--- src/rtl/uart_tick_pkg.sv ---
package uart_tick_pkg;
    typedef enum logic {
        ST_RESTART = 1'b0,
        ST_COUNT   = 1'b1
    } tick_state_e;
endpackage

--- src/rtl/tick_ctrl_fsm.sv ---
module tick_ctrl_fsm
    import uart_tick_pkg::*;
#(
    parameter int CFG_W = 22
) (
    input  logic             clk,
    input  logic             rst_n,
    input  logic [CFG_W-1:0] cfg,
    output logic             run,
    output logic             clear
);
    tick_state_e      state_q, state_d;
    logic [CFG_W-1:0] cfg_q;
    logic             changed;

    assign changed = (cfg != cfg_q);

    // state register
    always_ff @(posedge clk or negedge rst_n) begin
        if (!rst_n) begin
            state_q <= ST_RESTART;
            cfg_q   <= '0;
        end else begin
            state_q <= state_d;
            cfg_q   <= cfg;
        end
    end

    // next-state decode
    always_comb begin
        state_d = state_q;
        unique case (state_q)
            ST_RESTART: state_d = changed ? ST_RESTART : ST_COUNT;
            ST_COUNT:   state_d = changed ? ST_RESTART : ST_COUNT;
            default:    state_d = ST_RESTART;
        endcase
    end

    // outputs
    always_comb begin
        clear = changed;
        run   = (state_q == ST_COUNT) && !changed;
    end

    // a reprogram always lands in ST_RESTART
    p_reprogram_restart_r7: assert property (@(posedge clk) disable iff (!rst_n)
        changed |=> (state_q == ST_RESTART));
endmodule

--- src/rtl/tick_prescaler.sv ---
module tick_prescaler #(
    parameter int DIV_W = 16
) (
    input  logic             clk,
    input  logic             rst_n,
    input  logic [DIV_W-1:0] div_val,
    input  logic             run,
    input  logic             clear,
    output logic             tick
);
    localparam int CNT_W = DIV_W + 1;

    logic [CNT_W-1:0] cnt_q;
    logic [CNT_W-1:0] last;

    assign last = {1'b0, div_val} + CNT_W'(1);
    assign tick = run && (cnt_q == last);

    always_ff @(posedge clk or negedge rst_n) begin
        if (!rst_n) begin
            cnt_q <= '0;
        end else if (clear) begin
            cnt_q <= '0;
        end else if (run) begin
            cnt_q <= (cnt_q == last) ? '0 : cnt_q + CNT_W'(1);
        end
    end

    p_samp_narrow_r2: assert property (@(posedge clk) disable iff (!rst_n)
        tick |=> !tick);
    p_cnt_bound_r2: assert property (@(posedge clk) disable iff (!rst_n)
        !clear |-> (cnt_q <= last));
endmodule

--- src/rtl/tick_bit_counter.sv ---
module tick_bit_counter #(
    parameter int MW = 5
) (
    input  logic          clk,
    input  logic          rst_n,
    input  logic [MW-1:0] m_last,
    input  logic          samp,
    input  logic          clear,
    output logic          tick
);
    logic [MW-1:0] cnt_q;

    assign tick = samp && (cnt_q == m_last);

    always_ff @(posedge clk or negedge rst_n) begin
        if (!rst_n) begin
            cnt_q <= '0;
        end else if (clear) begin
            cnt_q <= '0;
        end else if (samp) begin
            cnt_q <= (cnt_q == m_last) ? '0 : cnt_q + MW'(1);
        end
    end

    p_bitcnt_bound_r4: assert property (@(posedge clk) disable iff (!rst_n)
        !clear |-> (cnt_q <= m_last));
endmodule

--- src/rtl/uart_tick_gen.sv ---
module uart_tick_gen #(
    parameter int DIV_W   = 16,
    parameter int X_W     = 4,
    parameter int FIXED_M = 16
) (
    input  logic             clk,
    input  logic             rst_n,
    input  logic [DIV_W-1:0] div_val,
    input  logic [X_W-1:0]   x_val,
    input  logic             x_en,
    input  logic             m_one,
    output logic             samp_tick,
    output logic             bit_tick
);
    localparam int FM_W   = $clog2(FIXED_M);
    localparam int MW     = ((FM_W > X_W) ? FM_W : X_W) + 1;
    localparam int CFG_W  = DIV_W + X_W + 2;
    localparam logic [MW-1:0] FIX_LAST = MW'(FIXED_M - 1);

    logic             run, clear;
    logic [MW-1:0]    m_last;
    logic [CFG_W-1:0] cfg;

    assign cfg = {div_val, x_val, x_en, m_one};

    // mode decode: x_en gates m_one
    always_comb begin
        if (!x_en)      m_last = FIX_LAST;
        else if (m_one) m_last = '0;
        else            m_last = MW'(x_val);
    end

    tick_ctrl_fsm #(.CFG_W(CFG_W)) u_fsm (
        .clk   (clk),
        .rst_n (rst_n),
        .cfg   (cfg),
        .run   (run),
        .clear (clear)
    );

    tick_prescaler #(.DIV_W(DIV_W)) u_pre (
        .clk     (clk),
        .rst_n   (rst_n),
        .div_val (div_val),
        .run     (run),
        .clear   (clear),
        .tick    (samp_tick)
    );

    tick_bit_counter #(.MW(MW)) u_bit (
        .clk    (clk),
        .rst_n  (rst_n),
        .m_last (m_last),
        .samp   (samp_tick),
        .clear  (clear),
        .tick   (bit_tick)
    );

    p_bit_on_samp_r6: assert property (@(posedge clk) disable iff (!rst_n)
        bit_tick |-> samp_tick);
    p_quiet_restart_r8: assert property (@(posedge clk) disable iff (!rst_n)
        !run |-> (!samp_tick && !bit_tick));
    always_comb begin
        if (!rst_n) begin
            p_reset_quiet_r1: assert (!samp_tick && !bit_tick);
        end
    end
endmodule

--- config.mk ---
export PLATFORM = sky130hd
export DESIGN_NAME = uart_tick_gen
export DESIGN_NICKNAME = d
export VERILOG_FILES = /design/src/rtl/uart_tick_pkg.sv /design/src/rtl/tick_ctrl_fsm.sv /design/src/rtl/tick_prescaler.sv /design/src/rtl/tick_bit_counter.sv /design/src/rtl/uart_tick_gen.sv
export SDC_FILE = /design/constraint.sdc
export NUM_CORES = 1
export LEC_CHECK = 0
export CORE_MARGIN = 2
export CORE_UTILIZATION = 45
export DETAILED_ROUTE_END_ITERATION = 7
export PLACE_DENSITY = 0.61
export RECOVER_POWER = 100
export SLEW_MARGIN = 10
export SYNTH_ARGS = -nofsm -noshare
export SYNTH_HDL_FRONTEND = slang
export SYNTH_SLANG_ARGS = --single-unit
--- constraint.sdc ---
create_clock -name clk -period 5.1 [get_ports clk]
set_clock_uncertainty 0.05 [all_clocks]
set_input_delay 1.275 -clock clk [delete_from_list [all_inputs] [get_ports clk]]
set_output_delay 1.275 -clock clk [all_outputs]
set_load 0.02 [all_outputs]
==> results of run 1 <==
worst max path at each step:
stage                     from         to  slack, ns  cells past startpoint
floorplan           div_val[0]   bit_tick       0.27                      9
global placement    div_val[0]   bit_tick      -0.37                     11
detailed placement  div_val[0]   bit_tick      -0.43                     11
CTS                 div_val[0]  samp_tick      0.006                     10
global route        div_val[4]   bit_tick      -0.04                     10
finish              div_val[4]  samp_tick       0.17                     11
cell families (layout without fill, tap and decap cells):
group | Yosys count | after routing | synth area share, %
adder cells (fa/ha/maj) | 3 | 3 | 1.29
multiplexers | 2 | 2 | 0.729
buffers and inverters | 23 | 91 | 3.99
XOR/XNOR | 45 | 45 | 13.5
AND/OR/NAND/NOR | 121 | 121 | 23.9
AO/OA/AOI/OAI | 68 | 68 | 18.0
flip-flops | 45 | 45 | 38.6
routing by layer:
layer  up-vias  global-route usage (%)
met2        57                    34.4
met3        10                    3.24
met5         -                       0
met1      1228                    30.3
li1       1264                       -
met4         0                    7.07
report_power, final:
| part | switching, mW | internal [mW] | total [mW] |
|---|---|---|---|
| combinational | 0.0540 | 0.0534 | 0.107 |
| sequential | 0.00374 | 0.365 | 0.369 |
| clock | 0.121 | 0.160 | 0.280 |
per-stage QoR:
step	setup WS, ns	utilization, %	std cells	instance area [um^2]
floorplan	0.266	-	307	2920
global placement	-0.374	56.0	443	3540
detailed placement	-0.430	56.0	443	3540
CTS	0.00605	57.9	451	3660
global route	-0.0434	58.3	452	3680
finish	0.172	58.3	452	3680
flip-flops by register name, summed over array words and instances (netlist names):
signal	count
u_fsm.cfg_q	22
u_pre.cnt_q	17
u_bit.cnt_q	5
u_fsm.state_q	1
cell type report:
cell class	instances	area (um^2)
flip-flops and latches	45	1130
clock inverters	1	30.0
clock buffers	7	86.3
repair buffers	74	586
well taps	77	96.3
multi-input cells	239	1720
inverters	9	33.8
fillers	553	2630
synth_stat cells, types with 5 or more instances:
| cell type | count | area share [%] |
|---|---|---|
| xnor2_1 | 33 | 9.9 |
| inv_1 | 9 | 1.2 |
| a21o_1 | 7 | 1.8 |
| and3_1 | 8 | 1.7 |
| a221oi_1 | 5 | 1.5 |
| nor2b_1 | 7 | 1.5 |
| xor2_1 | 12 | 3.6 |
| nor4_1 | 5 | 1.1 |
| nor3_1 | 5 | 0.86 |
| a221o_1 | 10 | 3.4 |
| o21ai_0 | 10 | 1.7 |
| dfrtp_1 | 45 | 39 |
| nand2_1 | 19 | 2.4 |
| a211oi_1 | 8 | 2.1 |
| nor2_1 | 19 | 2.4 |
| nand3_1 | 17 | 2.9 |
| nand2b_1 | 7 | 1.5 |
| buf_2 | 6 | 1.0 |
| nand4_1 | 9 | 1.9 |
| a21oi_1 | 8 | 1.4 |
what timing repair did:
item,in CTS,in global routing
gates resized for setup,8,12
pin swaps,0,3
setup endpoints to repair,2,2
setup buffers,0,1
==> results by group, run 1 <==
Status
  • Outcome: complete, but fails checks
  • Failing checks: max-capacitance violations, max-slew violations

Placed design
  • Gpl congestion: roughly 0.86
  • DP Wirelength: ~5300 um
  • I/O Buffers: 25

Critical path
  • Worst Path Arrival: about 3.6 ns
  • Reg-to-Reg End: u_pre.cnt_q[4]
  • CP max stage cell: clkdlybuf4s50_1
  • Setup CP Type: input pin to primary output
  • Flop2flop setup slack: ~1.6 ns
  • Crit-path max cell delay: about 0.6 ns
  • Critical path cell sequence: clkdlybuf4s50_1 -> nand3_2 -> buf_4 -> clkbuf_1 -> nor3_2 -> a32o_1 -> o22ai_1 -> nor4_4 -> nand2_1 -> nor2_1 -> clkbuf_1
  • Crit Reg-Reg Startpoint: u_pre.cnt_q[9]
  • Critical Path Source Type: input pin
  • Crit path max fanout: 5
  • Worst EP required: ~3.8 ns
  • Family with the most delay on the worst path: buffers and inverters
  • R2R cell count: 9
  • Crit path top cell by count: clkbuf_1
  • CP endpoint kind: primary output
  • WP buf/inv: 4

STA
  • Hold_ws: ~0.53 ns
  • F_max: just over 0.2 GHz
  • Final setup TNS: 0 ns
  • Post-layout min period: 4.93 ns
  • Hold Fails Final Rpt: 0
  • Tcrit/Tclk final: a little over nine tenths
  • Worst slew pin tran: about 2.5 ns
  • Worst slew margin: -63.8%
  • # setup viols final: 0
  • Slew Viols, Final: 46

Final layout
  • Share of cells above drive strength 1: 19.5%
  • Ant. Diodes: 0
  • Commonest non-fill, non-tap cell in the layout: dfrtp_1
  • Commonest non-fill, non-tap cells in the layout: 45 x dfrtp_1, 44 x buf_4, 33 x xnor2_1
  • Layout net count: 401
  • Layout area overhead: 26.2%

CTS
  • CTS Buf Count: 5
  • Hold Buf Count CTS: 0
  • CTS Sinks: between 40 and 50
  • Clock transition at the registers of the reported paths: roughly 0.08 ns
  • Clk Latency, worst-skew pair: ~0.30 ns
  • CTS tree: done
  • Clock tree buffer depth: 2
  • H-tree depth: 2
  • Root buf cell: clkbuf_8

Yosys
  • Seq/Total Area, Yosys: between 30 and 40%
  • Yosys warns: 0
  • EDFF count, synth: 0
  • Yosys cell types: 54
  • Syn Nets: ~330
  • Syn avg cell area: about 9.5 um^2
  • Async SR Flop Fraction: between 90% and 100%
  • Gate Count Post-Synth: between 300 and 400
  • Register bit total from synthesis: between 40 and 50
  • Synthesized cell area: 2920 um^2
  • Post-synth top flop: dfrtp_1

Drt
  • TritonRoute pass-1 iters: 4
  • DR WL met3: 267 um
  • ANT nets after route: 0
  • Top layer in use: met4
  • Average routed wire per standard cell: roughly 16 um
  • Vias per Instance: roughly 5.7
  • DRC viols: 0
  • Initial DRC Count: about 120
  • M1 WL: between 3000 and 4000 um
  • Via count: ~2.6k
  • Wirelength, routed: 7200 um
  • Met2 WL: between 3000 and 4000 um

Power
  • PD cells: 206 nW/um^2
  • Total Power: between 700 and 800 uW
  • Maximum VDD drop: between 0.0001 and 0.00015 V
  • Cell leakage power: 1.54 nW

Min path
  • Hold Path Sink: u_pre.cnt_q[16]
  • Worst Hold Class: flop to flop
  • WHS Path Cells: 1
  • Hold_sp: u_pre.cnt_q[16]

Floorplanning
  • Starting Density: a little under half
  • Core Region: 6310 um^2
  • Die area: 7140 um^2
  • Die W: between 80 and 90 um
  • Die height: 84.5 um
  • # IOs: 26
  • Row Count: 29

Flow run
  • Max Cap Viol: 1

GRT
  • Largest net degree at the start of global routing: 46
  • Total GRT Usage: 21.6%
  • First-pass GRT wire length: approximately 12000 um
  • Vias in the first global route: 2564
  • Initial antenna violation count: 0
  • GRT Residual Overflow: 0
Note: power is estimated with default switching activity, not from simulation.
==> run 2, diff against run 1 <==
Settings changed: ABC_CLOCK_PERIOD_IN_PS set to 5100.
==> results of run 2 <==
No change in the layout: final DEF, timing and power equal those of run 1.
